--- config.mk ---
export PLATFORM = sky130hd
export DESIGN_NAME = gpio_regbank
export DESIGN_NICKNAME = d
export VERILOG_FILES = /design/src/rtl/gpio_regbank_pkg.sv /design/src/rtl/gpio_addr_decode.sv /design/src/rtl/gpio_word_reg.sv /design/src/rtl/gpio_level_reg.sv /design/src/rtl/gpio_rd_mux.sv /design/src/rtl/gpio_regbank.sv
export SDC_FILE = /design/constraint.sdc
export NUM_CORES = 1
export LEC_CHECK = 0
export BUFFER_PORTS_ARGS = -buffer_cell sky130_fd_sc_hd__buf_2
export CORE_MARGIN = 2
export CORE_UTILIZATION = 35
export DETAILED_ROUTE_END_ITERATION = 7
export PLACE_DENSITY = 0.57
export SLEW_MARGIN = 15
export SYNTH_ARGS = -nofsm -noshare
export SYNTH_HDL_FRONTEND = slang
export SYNTH_SLANG_ARGS = --single-unit
--- constraint.sdc ---
create_clock -name clk -period 2.1 [get_ports clk]
set_input_delay 0.105 -clock clk [delete_from_list [all_inputs] [get_ports clk]]
set_output_delay 0.105 -clock clk [all_outputs]
set_load 0.005 [all_outputs]
--- src/rtl/gpio_regbank_pkg.sv ---
package gpio_regbank_pkg;

  localparam int unsigned OFS_LEVEL = 32'h00;
  localparam int unsigned OFS_DIR   = 32'h04;
  localparam int unsigned OFS_SET   = 32'h08;
  localparam int unsigned OFS_CLR   = 32'h0C;
  localparam int unsigned OFS_RISE  = 32'h10;
  localparam int unsigned OFS_FALL  = 32'h14;
  localparam int unsigned OFS_EDGE  = 32'h18;
  localparam int unsigned OFS_AUX   = 32'h20;

  typedef struct packed {
    logic lvl;
    logic dir;
    logic set;
    logic clr;
    logic aux;
    logic unmapped;
  } gpio_hit_t;

endpackage

--- src/rtl/gpio_addr_decode.sv ---
module gpio_addr_decode
  import gpio_regbank_pkg::*;
#(
  parameter int OFS_W = 6
) (
  input  logic [OFS_W-1:0] ofs,
  output gpio_hit_t        hit
);

  always_comb begin
    int unsigned o;
    o = 32'(ofs);
    hit = '0;
    case (o)
      OFS_LEVEL: hit.lvl = 1'b1;
      OFS_DIR:   hit.dir = 1'b1;
      OFS_SET:   hit.set = 1'b1;
      OFS_CLR:   hit.clr = 1'b1;
      OFS_AUX:   hit.aux = 1'b1;
      OFS_RISE, OFS_FALL, OFS_EDGE: hit = '0;
      default:   hit.unmapped = 1'b1;
    endcase
  end

endmodule

--- src/rtl/gpio_word_reg.sv ---
module gpio_word_reg #(
  parameter int DATA_W = 32
) (
  input  logic              clk,
  input  logic              rst_n,
  input  logic              load,
  input  logic [DATA_W-1:0] d,
  output logic [DATA_W-1:0] q
);

  always_ff @(posedge clk) begin
    if (!rst_n)    q <= '0;
    else if (load) q <= d;
  end

endmodule

--- src/rtl/gpio_level_reg.sv ---
module gpio_level_reg #(
  parameter int DATA_W = 32
) (
  input  logic              clk,
  input  logic              rst_n,
  input  logic              set_req,
  input  logic              clr_req,
  input  logic [DATA_W-1:0] wdata,
  input  logic [DATA_W-1:0] dir,
  output logic [DATA_W-1:0] level,
  output logic              set_fire,
  output logic              clr_fire,
  output logic              reject
);

  function automatic logic touches_output(input logic [DATA_W-1:0] mask,
                                          input logic [DATA_W-1:0] data);
    return |(mask & data);
  endfunction

  function automatic logic [DATA_W-1:0] next_level(
      input logic [DATA_W-1:0] cur, input logic [DATA_W-1:0] data,
      input logic do_set, input logic do_clr);
    logic [DATA_W-1:0] r;
    r = cur;
    if (do_set) r = r | data;
    if (do_clr) r = r & ~data;
    return r;
  endfunction

  logic ok;
  assign ok       = touches_output(dir, wdata);
  assign set_fire = set_req & ok;
  assign clr_fire = clr_req & ok;
  assign reject   = (set_req | clr_req) & ~ok;

  always_ff @(posedge clk) begin
    if (!rst_n) level <= '0;
    else if (set_fire | clr_fire)
      level <= next_level(level, wdata, set_fire, clr_fire);
  end

endmodule

--- src/rtl/gpio_rd_mux.sv ---
module gpio_rd_mux
  import gpio_regbank_pkg::*;
#(
  parameter int DATA_W = 32
) (
  input  logic              rd_en,
  input  gpio_hit_t         hit,
  input  logic [DATA_W-1:0] level,
  input  logic [DATA_W-1:0] dir,
  input  logic [DATA_W-1:0] aux,
  output logic [DATA_W-1:0] rdata
);

  always_comb begin
    rdata = '0;
    if (rd_en) begin
      if (hit.lvl) rdata = level;
      if (hit.dir) rdata = dir;
      if (hit.aux) rdata = aux;
    end
  end

endmodule

--- src/rtl/gpio_regbank.sv ---
module gpio_regbank
  import gpio_regbank_pkg::*;
#(
  parameter int DATA_W    = 32,
  parameter int OFS_W     = 6,
  parameter int N_IRQ_LOW = 8
) (
  input  logic                 clk,
  input  logic                 rst_n,
  input  logic                 bus_valid,
  input  logic                 bus_write,
  input  logic [OFS_W-1:0]     bus_offset,
  input  logic [DATA_W-1:0]    bus_wdata,
  output logic [DATA_W-1:0]    bus_rdata,
  output logic                 bus_err,
  output logic [DATA_W-1:0]    pin_level,
  output logic [DATA_W-1:0]    pin_dir,
  output logic [N_IRQ_LOW-1:0] irq_low,
  output logic                 irq_high
);

  gpio_hit_t   hit;
  logic        wr_en, rd_en;
  logic        set_fire, clr_fire, reject, acc_unmapped;
  logic [DATA_W-1:0] aux_q;

  assign wr_en = bus_valid & bus_write;
  assign rd_en = bus_valid & ~bus_write;

  gpio_addr_decode #(.OFS_W(OFS_W)) u_dec (
    .ofs (bus_offset),
    .hit (hit)
  );

  assign acc_unmapped = bus_valid & hit.unmapped;

  gpio_word_reg #(.DATA_W(DATA_W)) u_dir (
    .clk (clk), .rst_n (rst_n), .load (wr_en & hit.dir),
    .d (bus_wdata), .q (pin_dir)
  );

  gpio_word_reg #(.DATA_W(DATA_W)) u_aux (
    .clk (clk), .rst_n (rst_n), .load (wr_en & hit.aux),
    .d (bus_wdata), .q (aux_q)
  );

  gpio_level_reg #(.DATA_W(DATA_W)) u_lvl (
    .clk      (clk),
    .rst_n    (rst_n),
    .set_req  (wr_en & hit.set),
    .clr_req  (wr_en & hit.clr),
    .wdata    (bus_wdata),
    .dir      (pin_dir),
    .level    (pin_level),
    .set_fire (set_fire),
    .clr_fire (clr_fire),
    .reject   (reject)
  );

  gpio_rd_mux #(.DATA_W(DATA_W)) u_rd (
    .rd_en (rd_en), .hit (hit), .level (pin_level),
    .dir (pin_dir), .aux (aux_q), .rdata (bus_rdata)
  );

  always_ff @(posedge clk) begin
    if (!rst_n) bus_err <= 1'b0;
    else        bus_err <= acc_unmapped | reject;
  end

  assign irq_low  = '0;
  assign irq_high = 1'b0;

endmodule

# Word level (Yosys, flattened, before mapping)

Index checks and enable logic that the tools add are counted.

Register bits after elaboration: 97
Input bits: 42
Logic and storage cells: 47

Equality and inequality tests: 7
Mux-type cells: 14
Bitwise logic cells: 19
Reduce and logical (&&, ||, !) cells: 3

Operators by type and width:

| operator                                                         | count |
|---|---|
| 32-bit two-way mux                                               | 8 |
| 32-bit bitwise AND                                               | 2 |
| 32-bit inverter                                                  | 1 |
| 32-bit bitwise OR                                                | 1 |
| 32-bit OR reduction                                              | 1 |
| 6-bit by 5-bit == test with 1-bit output (second input constant) | 3 |
| 6-bit by 4-bit == test with 1-bit output (second input constant) | 2 |
| 1-bit bitwise AND                                                | 10 |
| 8-bit OR reduction                                               | 1 |
| 6-bit by 3-bit == test with 1-bit output (second input constant) | 1 |
| 6-bit == test (second input constant)                            | 1 |
| 6-bit zero test                                                  | 1 |
| 1-bit two-way mux                                                | 6 |
| 1-bit bitwise OR                                                 | 3 |
| 1-bit inverter                                                   | 2 |

# Longest topological paths before layout

Word-level depth: 9
Depth in mapped cells: 8

# By module

From an unflattened synthesis, not the netlist that was laid out.

Cells, all modules: 551
Area total of the unflattened synthesis: 5,535.3 µm²

Modules (own cells, without submodules):

| module           | times used | cells an instance | area an instance (µm²) |
|---|---|---|---|
| gpio_word_reg    | 2          | 103               | 1,243.7 |
| gpio_level_reg   | 1          | 165               | 1,670.4 |
| gpio_rd_mux      | 1          | 149               | 1,161.1 |
| gpio_regbank     | 1          | 18                | 138.9 |
| gpio_addr_decode | 1          | 13                | 77.6 |

# Least setup slack after synthesis

No wires, ideal clock.

Path type: flip-flop to flip-flop
From: register u_dir.q[5]
To: register with a tool-made name
Arrival: 1.537 ns
Path slack: 0.445 ns
Stages on the path, launching flop included: 7
Period minus slack after synthesis: 1.655 ns
Cells stage by stage: dfxtp_1 > a22oi_1 > nand4_1 > nor4_4 > buf_2 > nor4_1 > o221a_1

RTL lines:

| element                | RTL line            | RTL |
|---|---|---|
| start, declared        | gpio_word_reg.sv:8  | `output logic [DATA_W-1:0] q` |
| start signal, assigned | gpio_word_reg.sv:12 | `if (!rst_n) q <= '0;` |
| start signal, assigned | gpio_word_reg.sv:13 | `else if (load) q <= d;` |

==> flow_metrics.tcl <==
set metrics [dict create \
    met2_length_um 7630 \
    syn_to_final_growth_pct 25.8 \
    place_congestion 0.801 \
    worstPathRequired_ps 2380 \
    power.total_mw 3.76 \
    worst_path_max_delay_cell "dfxtp_1" \
    grt_pass1_wl_um 25900 \
    layout-drive-gt1-share_pct 26.3 \
    worstPathCellList "a22oi_2, nand4_1, nor4_4, or3_1, buf_4, o221a_1" \
    core-area_um2 13700 \
    die_w_um 122 \
    fin_setup_tns_ps 0 \
    post_cts_buffers 0 \
    critPathMaxStageDelay_ps 340 \
    synth_seq_cells 97 \
    totalWireLength_um 16500 \
    wl_met3_um 1040 \
    grt_usage_pct 22.4 \
    yosysWarnings 0 \
    start_util_pct 35.4 \
    dieArea_um2 14900 \
    cts_sinks 97 \
    setup_viol 0 \
    tritoncts "done" \
    rrSetupSlack_ps 230 \
    critPathLaunch "u_dir.q[27]" \
    vias 5024 \
    end_kind "flop" \
    wirelength_met1_um 7510 \
    hold_violations 0 \
    yosysSeqAreaShare_pct 39.9 \
    cp_top_family "simple AND/OR/NAND/NOR gates" \
    numCtsBuffers 9 \
    period_share_pct 89.1 \
    cp_num_cells 6 \
    status "completed" \
    drv_slew 0 \
    p_per_area_nw_per_um2 614 \
    grt_pass1_vias 4645 \
    overflow 0 \
    layout.nets 793 \
    dr.max_layer_used "met4" \
    ant_nets 0 \
    ir_drop_mv 0.323 \
    min_path_type "in2reg" \
    clockBufferDepth 2 \
    antenna_cells 0 \
    relSlewSlack_pct 57.7 \
    cts.clk_slew.worst_paths_ps 70 \
    leakage_nw 2.57 \
    io_pins 148 \
    clock-root-buffer "clkbuf_16" \
    synth_ff_type "dfxtp_1" \
    dpl.hpwl_um 11900 \
    cap_violations 0 \
    cp_max_fo 22 \
    wl_per_cell_um 17.6 \
    hold_buffers 0 \
    min_period_ps 1870 \
    port_buffers 138 \
    worstMarginPinSlew_ps 634 \
    ys_types 36 \
    clock_skew_ps 5.18 \
    synth_edf_count 0 \
    timing.rr.start "u_dir.q[27]" \
    dr.pass1.iters 4 \
    crit_arrival_ps 2150 \
    syn_inst 620 \
    rows 43 \
    async_flop_share_pct 0 \
    worst-path-buf-inv 1 \
    holdWs_ps 32.7 \
    postCtsResizedCells 0 \
    fmax_ghz 0.535 \
    syn_avg_cell_area_um2 7.84 \
    critPathLaunchType "flop" \
    criticalPathCategory "reg2reg" \
    rsz0062_at_grt "no" \
    syn_area_um2 4860 \
    r2r_cells 6 \
    htree_levels 3 \
    die_y_um 122 \
    drc 0 \
    routed_via_density 5.37 \
    grt_antenna_before_repair 0 \
    grt_max_degree 36 \
    drtIter0Drc 419 \
    clock_latency_ps 340 \
]
[metrics by stage]
step / cell area (um2) / utilization [%] / setup WS [ps] / std cells
6_report: 6120 / 44.6 / 230 / 936
2_1_floorplan: 4890 / - / 445 / 628
3_5_place_dp: 5810 / 42.4 / 119 / 920
5_1_grt: 6120 / 44.6 / 23.4 / 936
3_3_place_gp: 5810 / 42.4 / 135 / 920
4_1_cts: 6110 / 44.6 / 107 / 936
[how the worst min path moves through the flow]
stage	start	to	slack, ps	cells past startpoint
5_1_grt	bus_wdata[6]	u_dir.q[6]	30	3
3_3_place_gp	bus_wdata[6]	u_dir.q[6]	380	3
2_1_floorplan	bus_wdata[10]	u_aux.q[10]	240	2
4_1_cts	bus_wdata[6]	u_dir.q[6]	20	3
6_report	bus_wdata[6]	u_dir.q[6]	30	3
3_5_place_dp	bus_wdata[27]	u_dir.q[27]	390	3
[synthesized netlist by cell type (2+ instances only)]
library cell	number	share of area, %
dfxtp_1	97	40
clkbuf_1	34	2.6
o21ai_1	5	0.51
nor2_1	32	2.5
buf_6	3	0.69
buf_4	10	1.5
o221a_1	30	6.9
buf_2	15	1.5
nand4_1	4	0.51
a21boi_0	31	4.8
buf_1	2	0.15
o21ai_0	26	2.7
a21boi_1	33	5.1
nand3_1	4	0.41
a211oi_1	31	4.8
o221a_2	2	0.46
and2_1	3	0.39
inv_1	34	2.6
a22oi_1	16	2.5
nor4_1	33	4.2
nand2_1	160	12
[routing by layer]
| metal | up-vias | GRT usage [%] |
|---|---|---|
| li1 | 2419 | - |
| met1 | 2391 | 30.8 |
| met2 | 195 | 36.1 |
| met3 | 19 | 3.84 |
| met4 | 0 | 6.25 |
| met5 | - | 0 |
[cell usage in the layout (no fill, tap or decap), types with 26 or more instances in the layout]
cell type,synthesis,final
a21boi_1,33,33
o221a_1,30,30
buf_4,10,35
buf_2,15,138
o21ai_0,26,26
nor2_1,32,32
nor4_1,33,33
nand2_1,160,160
dfxtp_1,97,97
a21boi_0,31,31
a211oi_1,31,31
inv_1,34,34
[logic make-up (layout without fill, tap and decap cells)]
family	after synthesis	count (layout)	share of synthesized area, %
AND/OR/NAND/NOR	245	245	22.3
multiplexers	1	1	0.232
flip-flops	97	97	39.9
other	1	9	0.0771
buffers and inverters	98	226	9.19
AO/OA/AOI/OAI	178	178	28.3
[power breakdown]
part           switching (mW)  total [mW]  internal [mW]
registers             0.00253        1.84           1.84
clock network           0.725        1.65          0.928
logic                   0.173       0.258         0.0855
[worst register-to-register path: stages (launching register included)]
cell     delay, ps
dfxtp_1        340
a22oi_2        270
nand4_1        200
nor4_4         310
or3_1          170
buf_4          270
o221a_1        240
[final cells by class]
type                            count  area, um2
Tap cell                          180        225
Multi-Input combinational cell    433       2510
Timing Repair Buffer              176       1010
Sequential cell                    97       1940
Fill cell                        1396       7600
Clock inverter                      6       68.8
Inverter                           34        128
Clock buffer                       10        229
Power figures use the tool's default switching activity.
